$ cat config.mk
export PLATFORM = sky130hd
export DESIGN_NAME = rdo_serial_readout
export DESIGN_NICKNAME = d
export VERILOG_FILES = /design/src/rtl/rdo_pkg.sv /design/src/rtl/rdo_chain_order.sv /design/src/rtl/rdo_shreg.sv /design/src/rtl/rdo_ctrl.sv /design/src/rtl/rdo_serial_readout.sv
export SDC_FILE = /design/constraint.sdc
export NUM_CORES = 2
export LEC_CHECK = 0
export CAP_MARGIN = 20
export CELL_PAD_IN_SITES_DETAIL_PLACEMENT = 1
export CELL_PAD_IN_SITES_GLOBAL_PLACEMENT = 1
export CORE_ASPECT_RATIO = 0.7
export CORE_UTILIZATION = 37
export CTS_CLUSTER_DIAMETER = 100
export DETAILED_ROUTE_END_ITERATION = 10
export PLACE_DENSITY_LB_ADDON = 0.08
export SLEW_MARGIN = 20
export SYNTH_ARGS = -nofsm -noshare
export SYNTH_HDL_FRONTEND = slang
export SYNTH_SLANG_ARGS = --single-unit
export TNS_END_PERCENT = 5
$ cat constraint.sdc
create_clock -name clk -period 2.85 [get_ports clk]
set_input_delay 0.4275 -clock clk [delete_from_list [all_inputs] [get_ports clk]]
set_output_delay 0.4275 -clock clk [all_outputs]
set_load 0.005 [all_outputs]
$ cat src/rtl/rdo_pkg.sv
package rdo_pkg;
    typedef enum logic [1:0] {
        ST_IDLE  = 2'd0,
        ST_LOAD  = 2'd1,
        ST_SHIFT = 2'd2,
        ST_DONE  = 2'd3
    } rdo_state_e;
endpackage

$ cat src/rtl/rdo_chain_order.sv
// Reorders the parallel read word so that pixel 0 sits at the top of the chain.
module rdo_chain_order #(
    parameter int NPIX   = 64,
    parameter int WORD_W = 9,
    localparam int NB    = NPIX * WORD_W
) (
    input  logic [NB-1:0] mem_data,
    output logic [NB-1:0] chain
);
    for (genvar p = 0; p < NPIX; p++) begin : g_pix
        assign chain[(NPIX-1-p)*WORD_W +: WORD_W] = mem_data[p*WORD_W +: WORD_W];
    end
endmodule

$ cat src/rtl/rdo_shreg.sv
// Parallel-load shift register, output taken at the top bit.
module rdo_shreg #(
    parameter int NB = 576
) (
    input  logic          clk,
    input  logic          rst_n,
    input  logic          load,
    input  logic          shift,
    input  logic [NB-1:0] par_in,
    output logic          msb
);
    logic [NB-1:0] sr_d, sr_q;

    always_comb begin
        sr_d = sr_q;
        if (load) begin
            sr_d = par_in;
        end else if (shift) begin
            sr_d = {sr_q[NB-2:0], 1'b0};
        end
    end

    always_ff @(posedge clk) begin
        if (!rst_n) sr_q <= '0;
        else        sr_q <= sr_d;
    end

    assign msb = sr_q[NB-1];
endmodule

$ cat src/rtl/rdo_ctrl.sv
// Sequencer: address walk, bit counting, half-rate phase, done handling.
module rdo_ctrl
    import rdo_pkg::*;
#(
    parameter int NB     = 576,
    parameter int DEPTH  = 800,
    localparam int ADDR_W = $clog2(DEPTH),
    localparam int CNT_W  = $clog2(DEPTH + 1),
    localparam int BC_W   = $clog2(NB)
) (
    input  logic              clk,
    input  logic              rst_n,
    input  logic              start,
    input  logic [CNT_W-1:0]  nwords,
    input  logic              done_clr,
    output logic [ADDR_W-1:0] addr,
    output logic              load,
    output logic              shift,
    output logic              streaming,
    output logic              frame,
    output logic              done
);
    typedef struct packed {
        rdo_state_e        state;
        logic [ADDR_W-1:0] addr;
        logic [CNT_W-1:0]  cnt;
        logic [BC_W-1:0]   bitcnt;
        logic              phase;
        logic              more;
    } ctrl_t;

    ctrl_t c_d, c_q;
    logic [CNT_W-1:0] n_eff;
    logic             last_bit;
    logic             last_addr;

    assign n_eff     = (nwords > CNT_W'(DEPTH)) ? CNT_W'(DEPTH) : nwords;
    assign last_bit  = (c_q.bitcnt == BC_W'(NB - 1));
    assign last_addr = (CNT_W'(c_q.addr) == c_q.cnt - 1'b1);

    always_comb begin
        c_d   = c_q;
        load  = 1'b0;
        shift = 1'b0;
        unique case (c_q.state)
            ST_IDLE: begin
                if (start) begin
                    c_d.addr = '0;
                    c_d.cnt  = n_eff;
                    c_d.state = (n_eff == '0) ? ST_DONE : ST_LOAD;
                end
            end
            ST_LOAD: begin
                load       = 1'b1;
                c_d.state  = ST_SHIFT;
                c_d.bitcnt = '0;
                c_d.phase  = 1'b0;
                c_d.more   = 1'b0;
            end
            ST_SHIFT: begin
                if (!c_q.phase) begin
                    c_d.phase = 1'b1;
                    if (last_bit && !last_addr) begin
                        c_d.addr = c_q.addr + 1'b1;
                        c_d.more = 1'b1;
                    end
                end else begin
                    c_d.phase = 1'b0;
                    if (last_bit) begin
                        if (c_q.more) begin
                            load       = 1'b1;
                            c_d.bitcnt = '0;
                            c_d.more   = 1'b0;
                        end else begin
                            c_d.state = ST_DONE;
                        end
                    end else begin
                        shift      = 1'b1;
                        c_d.bitcnt = c_q.bitcnt + 1'b1;
                    end
                end
            end
            ST_DONE: begin
                if (done_clr) c_d.state = ST_IDLE;
            end
            default: c_d.state = ST_IDLE;
        endcase
    end

    always_ff @(posedge clk) begin
        if (!rst_n) begin
            c_q <= '{state: ST_IDLE, addr: '0, cnt: '0, bitcnt: '0,
                     phase: 1'b0, more: 1'b0};
        end else begin
            c_q <= c_d;
        end
    end

    assign addr      = c_q.addr;
    assign streaming = (c_q.state == ST_SHIFT);
    assign frame     = streaming && (c_q.bitcnt == '0) && !c_q.phase;
    assign done      = (c_q.state == ST_DONE);
endmodule

$ cat src/rtl/rdo_serial_readout.sv
module rdo_serial_readout #(
    parameter int NPIX   = 64,
    parameter int WORD_W = 9,
    parameter int DEPTH  = 800,
    localparam int NB     = NPIX * WORD_W,
    localparam int ADDR_W = $clog2(DEPTH),
    localparam int CNT_W  = $clog2(DEPTH + 1)
) (
    input  logic              clk,
    input  logic              rst_n,
    input  logic              start,
    input  logic [CNT_W-1:0]  nwords,
    input  logic              done_clr,
    input  logic [NB-1:0]     mem_data,
    output logic [ADDR_W-1:0] mem_addr,
    output logic              sdata,
    output logic              frame,
    output logic              done
);
    logic [NB-1:0] chain;
    logic          load, shift, streaming, msb;

    rdo_chain_order #(.NPIX(NPIX), .WORD_W(WORD_W)) u_order (
        .mem_data (mem_data),
        .chain    (chain)
    );

    rdo_ctrl #(.NB(NB), .DEPTH(DEPTH)) u_ctrl (
        .clk       (clk),
        .rst_n     (rst_n),
        .start     (start),
        .nwords    (nwords),
        .done_clr  (done_clr),
        .addr      (mem_addr),
        .load      (load),
        .shift     (shift),
        .streaming (streaming),
        .frame     (frame),
        .done      (done)
    );

    rdo_shreg #(.NB(NB)) u_sr (
        .clk    (clk),
        .rst_n  (rst_n),
        .load   (load),
        .shift  (shift),
        .par_in (chain),
        .msb    (msb)
    );

    assign sdata = streaming & msb;
endmodule

==> impl_metrics.csv <==
group,metric,value,unit
run_status,status,"finished clean",
layout,design_area,0.0358,mm^2
synth,synth_top_family_by_area,"simple AND/OR/NAND/NOR gates",
cts,path_clk_slew,60,ps
layout,final_util,50.8,%
global_routing,grt_overflow,0,
timing,whs,386,ps
synth,synthXorXnorAreaFrac,0.626,%
worst_setup_path,r2r_cells,10,
worst_setup_path,crit_arrival,2270,ps
synth,ys_async_sr_fraction,0,%
synth,yosysSeqAreaShare,45.9,%
worst_setup_path,crit_type,"reg2out",
cts,cts_buffers,61,
synth,ys.flop_type,"dfxtp_1",
power,ir_drop,375,uV
layout,nFillCells,8324,
timing,min_period_over_period,94.8,%
cts,postCtsHoldBufs,0,
global_routing,grt_max_degree,133,
global_routing,grt_usage,25.3,%
layout,area_delta_synth_final,34.7,%
layout,drive_gt1_share,5.37,%
detailed_routing,wl_per_cell,19.5,um
cts,root_buffer,"clkbuf_16",
detailed_routing,drc,0,
detailed_routing,first_pass_iters,5,
synth,syn-num-nets,4074,
timing,finalWorstPathRequiredPeriod,2700,ps
power,leakagePower,12.0,nW
cts,cts_max_path_buffers,3,
layout,nNetsFinal,4497,
worst_setup_path,critPathLaunch,"u_ctrl.c_q[32]",
timing,hold_viol,0,
worst_setup_path,critPathMaxStageDelay,340,ps
cts,clkLatencyLatePin,640,ps
layout,final_cell_mix,"nand2_1 (1166), dfxtp_1 (610), nor2_1 (607)",
placed_design,place_inst,4790,
worst_setup_path,cp-endpoint,"frame",
timing,fmax,370,MHz
global_routing,grt_pass1_wl,149000,um
power,power,22.4,mW
cts,postCtsSetupBuffers,0,
global_routing,grt_pass1_vias,27500,
synth,syn_inst,3476,
flow_run,drv_cap,0,
timing,skew,18.5,ps
synth,synth_fa_ha_area_share,0.376,%
floorplan,dieWidth,322,um
worst_setup_path,r2r_slack,160,ps
worst_setup_path,critPathCaptureType,"output pin",
layout,layout_commonest_cell,"nand2_1",
power,power.density,626,mW/mm^2
worst_setup_path,rr_endpoint,"u_ctrl.addr[2]",
synth,synth_compound_area_share,20.6,%
worst_hold_path,worstHoldPathCells,3,
worst_hold_path,hold_path.class,"in2reg",
timing,maxSlewHeadroom,55.5,%
detailed_routing,drt-initial-drc-count,1693,
detailed_routing,vias,26900,
worst_setup_path,start_kind,"flip-flop",
timing,setup_violations,0,
global_routing,antenna_found_initial,19,
cts,h-tree-depth,2,
floorplan,die_h,226,um
placed_design,gp_congestion,0.840,
floorplan,dieArea,0.0730,mm^2
synth,synth_cell_types,55,
placed_design,io_buffers,602,
worst_setup_path,crit_cells,6,
worst_setup_path,path_cells,"inv_1 > ha_2 > nand2_2 > nor4_2 > and4b_1 > clkdlybuf4s15_2",
worst_setup_path,rr_startpoint,"u_ctrl.c_q[12]",
synth,muxShareOfSynthArea,0.0376,%
detailed_routing,ant_nets,0,
timing,worst_slew_pin_slew,664,ps
floorplan,initial_core_util,37.8,%
synth,ys_ff_latch,610,
layout,stdcell_count,4919,
synth,mappedNetlistArea,0.0266,mm^2
worst_setup_path,critPathTopFamily,"simple AND/OR/NAND/NOR gates",
detailed_routing,vias_per_cell,5.46,
worst_setup_path,crit_slowest_cell,"dfxtp_1",
timing,rsz0062_at_grt,"false",
cts,cts_tree,"built",
worst_setup_path,cp_data_required_time,2420,ps
synth,yosys.area_share.simple,26.7,%
synth,ys_warn_count,0,
floorplan,core-area,0.0704,mm^2
cts,cts_sinks,610,
timing,tns,0,ps
synth,syn_avg_cell_area,7.65,um^2
worst_setup_path,cp_max_fo,7,
floorplan,rows,81,
timing,setup_slack,148,ps
placed_design,dp_hpwl,67400,um
timing,maxSlewViolCount,0,
worst_setup_path,path_buf_inv,2,
floorplan,num_io_pins,603,
placed_design,post-place-ws,158,ps
placed_design,dpl_cell_area,0.0337,mm^2
synth,synth_edf_count,0,
detailed_routing,drt_wl_total,96000,um
[sequential cells by signal, summed over array words and instances (netlist names)]
| signal | cells |
|---|---|
| u_ctrl.addr | 10 |
| u_ctrl.c_q | 24 |
| u_sr.sr_q | 576 |
[layout make-up]
type | instances | area [um^2] | share of cell area, %
Sequential cell | 610 | 12200 | 34.1
Timing Repair Buffer | 700 | 7320 | 20.4
Tap cell | 954 | 1190 | 3.33
Inverter | 13 | 56.3 | 0.157
Clock buffer | 96 | 1850 | 5.17
Multi-Input combinational cell | 2513 | 12900 | 36.0
Clock inverter | 17 | 241 | 0.674
Antenna cell | 16 | 40.0 | 0.112
[cells in the mapped netlist (3+ instances only)]
cell type	instances	area share, %
a21oi_1	18	0.34
a311oi_1	575	19
o21ai_0	6	0.11
or3_1	12	0.28
and2_1	3	0.071
clkbuf_1	258	3.6
ha_1	8	0.38
o21ai_1	13	0.24
dfxtp_1	610	46
xnor2_1	9	0.30
nand4_1	5	0.12
nand3_1	17	0.32
buf_2	44	0.83
nor4_1	3	0.071
inv_1	13	0.18
a31oi_1	3	0.071
buf_4	34	0.96
xor2_1	10	0.33
nand2_1	1167	16
and3_1	6	0.14
nand2b_1	3	0.071
nor2_1	607	8.6
a22oi_1	7	0.20
or4_1	3	0.085
nor3_1	6	0.11
[how the worst min path moves through the flow]
stage	slack (ps)	end	from
6_report	390	u_ctrl.c_q[17]	nwords[5]
5_1_grt	360	u_sr.sr_q[195]	mem_data[384]
4_1_cts	320	u_ctrl.c_q[17]	nwords[5]
3_5_place_dp	470	u_sr.sr_q[250]	u_sr.sr_q[249]
3_3_place_gp	460	u_sr.sr_q[340]	u_sr.sr_q[339]
2_1_floorplan	450	u_ctrl.c_q[21]	u_ctrl.c_q[21]
[cells by family (layout without fill, tap and decap cells)]
kind of cell    Yosys count  count (layout)
mux                       1               1
flops                   610             610
buf+inv                 353             826
xor+xnor                 19              19
compound gates          641             641
other cells               0              16
simple gates           1844            1844
fa+ha+maj                 8               8
[per-layer routing]
layer	vias up	GRT usage (%)	share of wire (%)
met5	-	0	0.054
met4	8	9.03	3.0
met3	164	3.66	4.6
met2	585	42.4	48
met1	13200	33.1	45
li1	13000	-	-
[worst min-delay path, stage by stage]
cell and delay (ps):
clkdlybuf4s50_1 390, inv_1 90, a21oi_1 70
[where the power goes]
| part | total [mW] | internal [mW] | leakage, nW | switching [mW] |
|---|---|---|---|---|
| clock | 8.49 | 4.97 | 1.03 | 3.52 |
| sequential | 10.2 | 9.62 | 4.96 | 0.602 |
| combinational | 3.69 | 1.78 | 6.03 | 1.91 |
[what timing repair did]
item / 4_1_cts / 5_1_grt
pin swaps: 0 / 0
gates resized for setup: 6 / 2
gates cloned: 0 / 0
endpoints found under the setup margin: 1 / 6
Power figures use the tool's default switching activity.
